**src/rtl/frac_clk_pkg.sv**
```systemverilog
package frac_clk_pkg;
   localparam int REG_W         = 32;
   localparam int DEF_CODE_W    = 5;
   localparam int DEF_FIELD_LSB = 24;
   localparam int DEF_KICK_POS  = 31;

   typedef logic [REG_W-1:0] reg_word_t;

   // mask of CW ones starting at bit LSB
   function automatic reg_word_t field_mask(input int lsb, input int cw);
      reg_word_t m;
      m = '0;
      for (int i = 0; i < cw; i++) m[lsb+i] = 1'b1;
      return m;
   endfunction
endpackage

```
**src/rtl/frac_prescale.sv**
```systemverilog
module frac_prescale #(
   parameter int PRE_DIV = 2
) (
   input  logic clk,
   input  logic rst,
   output logic base_en
);
   generate
      if (PRE_DIV != 1 && PRE_DIV != 2) begin : g_bad
         $error("frac_prescale: PRE_DIV must be 1 or 2");
      end
      if (PRE_DIV == 2) begin : g_half
         logic half_q;
         always_ff @(posedge clk) begin
            if (rst) half_q <= 1'b0;
            else     half_q <= ~half_q;
         end
         assign base_en = half_q;
      end else begin : g_full
         assign base_en = 1'b1;
      end
   endgenerate
endmodule

```
**src/rtl/frac_phase_acc.sv**
```systemverilog
module frac_phase_acc #(
   parameter int CODE_W = 5
) (
   input  logic              clk,
   input  logic              rst,
   input  logic              base_en,
   input  logic              load_en,
   input  logic [CODE_W-1:0] load_code,
   output logic              tick_en,
   output logic              frame_end
);
   localparam int MW    = CODE_W + 1;
   localparam int FRAME = 1 << CODE_W;

   generate
      if (CODE_W < 1 || CODE_W > 12) begin : g_bad
         $error("frac_phase_acc: CODE_W out of range");
      end
   endgenerate

   logic [MW-1:0]     mult_q;
   logic [CODE_W-1:0] acc_q;
   logic [CODE_W-1:0] frm_q;
   logic [MW-1:0]     sum;
   logic              wrap;
   logic              tick_q;

   assign sum       = {1'b0, acc_q} + mult_q;
   assign wrap      = sum[CODE_W];
   assign frame_end = base_en && (&frm_q);
   assign tick_en   = tick_q;

   always_ff @(posedge clk) begin
      if (rst) begin
         acc_q  <= '0;
         frm_q  <= '0;
         tick_q <= 1'b0;
         mult_q <= MW'(FRAME);
      end else begin
         tick_q <= base_en && wrap;
         if (base_en) begin
            acc_q <= sum[CODE_W-1:0];
            frm_q <= frm_q + 1'b1;
         end
         if (load_en) mult_q <= MW'(FRAME) - MW'(load_code);
      end
   end

   // a frame always begins from a zero phase
   a_r9_frame_starts_at_zero: assert property (@(posedge clk) disable iff (rst)
      (base_en && frm_q == '0) |-> (acc_q == '0));
   // a strobe only follows a base slot
   a_r3_tick_on_base: assert property (@(posedge clk) disable iff (rst)
      tick_en |-> $past(base_en));
endmodule

```
**src/rtl/frac_ctrl_reg.sv**
```systemverilog
module frac_ctrl_reg
   import frac_clk_pkg::*;
#(
   parameter int ADDR_W    = 4,
   parameter int CTRL_ADDR = 0,
   parameter int CODE_W    = DEF_CODE_W,
   parameter int FIELD_LSB = DEF_FIELD_LSB,
   parameter int KICK_POS  = DEF_KICK_POS
) (
   input  logic              clk,
   input  logic              rst,
   input  logic [ADDR_W-1:0] bus_addr,
   input  logic              bus_wr,
   input  logic [REG_W-1:0]  bus_wdata,
   input  logic              bus_rd,
   output logic [REG_W-1:0]  bus_rdata,
   input  logic              commit,
   output logic [CODE_W-1:0] code,
   output logic              kick
);
   localparam reg_word_t CODE_MASK = field_mask(FIELD_LSB, CODE_W);
   localparam reg_word_t KICK_MASK = field_mask(KICK_POS, 1);
   localparam reg_word_t KEEP_MASK = ~(CODE_MASK | KICK_MASK);

   generate
      if (FIELD_LSB + CODE_W > REG_W || KICK_POS >= REG_W) begin : g_bad_pos
         $error("frac_ctrl_reg: field does not fit the word");
      end
      if (KICK_POS >= FIELD_LSB && KICK_POS < FIELD_LSB + CODE_W) begin : g_overlap
         $error("frac_ctrl_reg: commit bit overlaps code field");
      end
   endgenerate

   reg_word_t reg_q, reg_nxt;
   logic      clr_q;
   logic      hit;

   assign hit  = (bus_addr == ADDR_W'(CTRL_ADDR));
   assign code = reg_q[FIELD_LSB +: CODE_W];
   assign kick = reg_q[KICK_POS];
   assign bus_rdata = (bus_rd && hit) ? reg_q : '0;

   always_comb begin
      reg_nxt = reg_q;
      if (bus_wr && hit) begin
         reg_nxt = (reg_nxt & ~KEEP_MASK) | (bus_wdata & KEEP_MASK);
         if (!kick) reg_nxt = (reg_nxt & ~CODE_MASK) | (bus_wdata & CODE_MASK);
         if (bus_wdata[KICK_POS]) reg_nxt[KICK_POS] = 1'b1;
      end
      if (clr_q) reg_nxt[KICK_POS] = 1'b0;
   end

   always_ff @(posedge clk) begin
      if (rst) begin
         reg_q <= '0;
         clr_q <= 1'b0;
      end else begin
         reg_q <= reg_nxt;
         clr_q <= commit;
      end
   end

   // staged code is locked while a commit is pending
   a_r7_code_locked: assert property (@(posedge clk) disable iff (rst)
      $past(kick) |-> $stable(code));
   // the flag drops only two cycles after the load
   a_r5_clear_after_load: assert property (@(posedge clk) disable iff (rst)
      $fell(kick) |-> $past(commit, 2));
   // the flag rises only from a matching write with the bit set
   a_r4_set_by_write: assert property (@(posedge clk) disable iff (rst)
      $rose(kick) |-> $past(bus_wr && hit && bus_wdata[KICK_POS]));
endmodule

```
**src/rtl/frac_tick_gen.sv**
```systemverilog
module frac_tick_gen
   import frac_clk_pkg::*;
#(
   parameter int ADDR_W    = 4,
   parameter int CTRL_ADDR = 0,
   parameter int CODE_W    = DEF_CODE_W,
   parameter int FIELD_LSB = DEF_FIELD_LSB,
   parameter int KICK_POS  = DEF_KICK_POS,
   parameter int PRE_DIV   = 2
) (
   input  logic              clk,
   input  logic              rst,
   input  logic [ADDR_W-1:0] bus_addr,
   input  logic              bus_wr,
   input  logic [31:0]       bus_wdata,
   input  logic              bus_rd,
   output logic [31:0]       bus_rdata,
   output logic              tick_en
);
   logic              base_en;
   logic              frame_end;
   logic              kick;
   logic              commit;
   logic [CODE_W-1:0] code;

   assign commit = kick && frame_end;

   frac_prescale #(.PRE_DIV(PRE_DIV)) u_pre (
      .clk(clk), .rst(rst), .base_en(base_en));

   frac_phase_acc #(.CODE_W(CODE_W)) u_acc (
      .clk(clk), .rst(rst), .base_en(base_en), .load_en(commit),
      .load_code(code), .tick_en(tick_en), .frame_end(frame_end));

   frac_ctrl_reg #(
      .ADDR_W(ADDR_W), .CTRL_ADDR(CTRL_ADDR), .CODE_W(CODE_W),
      .FIELD_LSB(FIELD_LSB), .KICK_POS(KICK_POS)
   ) u_reg (
      .clk(clk), .rst(rst), .bus_addr(bus_addr), .bus_wr(bus_wr),
      .bus_wdata(bus_wdata), .bus_rd(bus_rd), .bus_rdata(bus_rdata),
      .commit(commit), .code(code), .kick(kick));

   generate
      if (PRE_DIV == 2) begin : g_chk_half
         // strobes are isolated single cycles
         a_r3_no_back_to_back: assert property (@(posedge clk) disable iff (rst)
            tick_en |=> !tick_en);
      end
   endgenerate
endmodule

```
**config.mk**
```make
export PLATFORM = sky130hd
export DESIGN_NAME = frac_tick_gen
export DESIGN_NICKNAME = d
export VERILOG_FILES = /design/src/rtl/frac_clk_pkg.sv /design/src/rtl/frac_prescale.sv /design/src/rtl/frac_phase_acc.sv /design/src/rtl/frac_ctrl_reg.sv /design/src/rtl/frac_tick_gen.sv
export SDC_FILE = /design/constraint.sdc
export NUM_CORES = 1
export LEC_CHECK = 0
export BUFFER_PORTS_ARGS = -buffer_cell sky130_fd_sc_hd__buf_2
export CORE_UTILIZATION = 45
export CTS_BUF_LIST = sky130_fd_sc_hd__clkbuf_2 sky130_fd_sc_hd__clkbuf_4 sky130_fd_sc_hd__clkbuf_8
export CTS_CLUSTER_SIZE = 8
export DETAILED_ROUTE_END_ITERATION = 8
export PLACE_DENSITY = 0.72
export SYNTH_ARGS = -nofsm -noshare
export SYNTH_HDL_FRONTEND = slang
export SYNTH_SLANG_ARGS = --single-unit
```
**constraint.sdc**
```tcl
create_clock -name clk -period 2.8 [get_ports clk]
set_input_delay 0 -clock clk [delete_from_list [all_inputs] [get_ports clk]]
set_output_delay 0 -clock clk [all_outputs]
set_load 0.01 [all_outputs]
```
==> impl_metrics.ini <==
[sta]
skew_ns = 0.008592
max_freq_ghz = 0.5585
tightest_slew_ns = 0.8466
hold_slack_ns = 0.1074
fin_tns_setup_ns = 0
period_share_pct = 63.94
rsz0062_at_grt = false
setup_viol = 0
min_period_ns = 1.790
final-max-slew-violation-count = 0
final-hold-violation-count = 0
slew_headroom_pct = 43.42
worst_slack_ns = 1.010

[detailed_routing]
dr.pass1.iters = 4
ant_nets = 0
routed_wl_mm = 5.463
remaining_drc_errors = 0
route.vias.total = 2207
wl_per_cell_um = 12.36
routed_via_density = 4.993
drt_iter0_drc = 121

[setup_path]
path_cells = ha_1 > inv_1 > fa_1 > nand2b_1 > a21oi_1 > nor3_1 > or3_1
crit_path_end_kind = flop
max_stage_delay_ns = 0.41
required_ns = 2.99
worstPathMaxFanout = 2
cp_data_arrival_time_ns = 1.98
crit_family = simple AND/OR/NAND/NOR gates
path_buf_inv = 1
crit_slowest_cell = fa_1
worstSetupStartpointType = flop
worst-setup-path-type = reg2reg

[floorplanning]
core_area_mm2 = 0.004848
die-area_mm2 = 0.005446
fp.dieH_um = 73.80
fp.dieW_um = 73.80
ios = 73
start_util_pct = 47.85
rows = 25

[clocking]
cts_buffer_depth = 2
cts_root_buf = clkbuf_8
cts_setup_buffers = 0
cts_tree = done
clk_pin_slew_ns = 0.09
cts_sinks = 51
h-tree-depth = 2
clk-insertion-delay-late_ns = 0.30
cts_buffers = 5

[global_routing]
grt_pass1_vias = 2047
antenna_found_initial = 0
grt_use_total_pct = 20.73
grt_max_degree = 33
grt_overflow = 0
grt_pass1_wl_mm = 8.735

[placement]
place_ws_ns = 0.9963
place_congestion = 0.7394
portBuffers = 72
placed_cells = 402
placed_area_mm2 = 0.002695
dp_hpwl_mm = 3.464

[cells_and_area]
drive_gt1_share_pct = 22.67
final_cell_mix = 72 x buf_2, 56 x nand2_1, 51 x dfxtp_1
fin_area_mm2 = 0.003133
final_core_util_pct = 64.62
layoutNonFillerInstCount = 442
final_common_cell = buf_2
area_delta_synth_final_pct = 35.06
diodes = 0
final_net_count = 423

[synthesis]
avgSynthCellArea_um2 = 8.314
syn-num-nets = 328
netlist-cell-type-count = 31
netlist_instances = 279
synth-simple-area-share_pct = 29.02
ys_async_sr_fraction_pct = 0
synth-seq-cells = 51
synthMuxAreaShare_pct = 5.609
synth-xor-area-share_pct = 2.643
synth_compound_area_share_pct = 8.630
syn_area_mm2 = 0.002320
yosysWarnings = 0
synth_ff_type = dfxtp_1
synth-edff-count = 0
synth_adder_area_share_pct = 5.178
synth_top_family_by_area = simple AND/OR/NAND/NOR gates
yosysSeqAreaShare_pct = 44.01

[run_status]
status = finished clean

[power]
vdd_drop_max_uv = 317.7
power.leakage_nw = 1.533
fin_total_pwr_mw = 1.399
p_per_area_mw_per_mm2 = 446.5

[flow_run]
drv_cap = 0

[hold_path]
hold_class = in2reg
==> flip-flops by register name, summed over array words and instances, names as in the netlist <==
register and count:
u_reg.clr_q 1, u_pre.base_en 1, u_acc.acc_q 5, u_acc.mult_q 6, u_reg.reg_q 32, u_acc.frm_q 5
u_acc.tick_en 1
==> power by group <==
group	total (mW)	internal (mW)	switching, mW
clock network	0.528	0.289	0.239
registers	0.749	0.737	0.0125
logic	0.122	0.0683	0.0533
==> synth_stat cells (3+ instances only) <==
cell / instances / share of area (%)
xor2_1: 3 / 1.1
dfxtp_1: 51 / 44
inv_1: 6 / 0.97
ha_1: 8 / 4.3
nand2b_1: 3 / 0.81
mux2i_1: 13 / 5.6
nor2_1: 25 / 4.0
nand2_1: 56 / 9.1
xnor2_1: 4 / 1.5
clkbuf_1: 15 / 2.4
a21oi_1: 34 / 7.3
and3_1: 33 / 8.9
nor3_1: 3 / 0.65
nor3b_1: 4 / 1.3
==> path summary, 6_finish.rpt <==
| path | start | endpoint | slack (ns) | cells after the start |
|---|---|---|---|---|
| worst max-delay path | u_acc.mult_q[0] | u_acc.acc_q[4] | 1.01 | 7 |
| worst max register to register | u_acc.mult_q[0] | u_acc.acc_q[4] | 1.01 | 7 |
| worst min register to register | u_reg.clr_q | u_reg.reg_q[31] | 0.39 | 1 |
| worst min-delay path | rst | u_pre.base_en | 0.11 | 2 |
==> cells by family (layout without fill, tap and decap cells) <==
| group | count (synthesis) | after routing |
|---|---|---|
| buf+inv | 25 | 121 |
| compound gates | 38 | 38 |
| fa+ha+maj | 9 | 9 |
| xor+xnor | 7 | 7 |
| mux | 13 | 13 |
| simple gates | 136 | 136 |
| flops | 51 | 51 |
==> worst register-to-register path, stage by stage, from the launching register on <==
cell	delay, ns
dfxtp_1	0.34
ha_1	0.16
inv_1	0.05
fa_1	0.41
nand2b_1	0.16
a21oi_1	0.15
nor3_1	0.07
or3_1	0.34
==> timing repair <==
| action | CTS | global route |
|---|---|---|
| hold buffers | 32 | 0 |
| resized for setup | 0 | 0 |
| hold endpoints to repair | 32 | 0 |
| endpoints found under the setup margin | 0 | 0 |
==> layout make-up <==
class                      count  area (um2)
tap                           67       83.83
timing repair buffer         107       703.2
fill                         430        1715
multi-input combinational    203        1185
clock inverter                 2       35.03
clock buffer                   6       82.58
inverter                       6       22.52
sequential                    51        1021
==> per-layer routing <==
metal	share of wire (%)	up-vias	GRT usage, %
li1	-	1127	-
met1	46	1017	25.17
met2	48	53	35.27
met3	3.1	10	4.664
met4	2.2	0	8.547
met5	0	-	0
(Power assumes the default switching activity.)
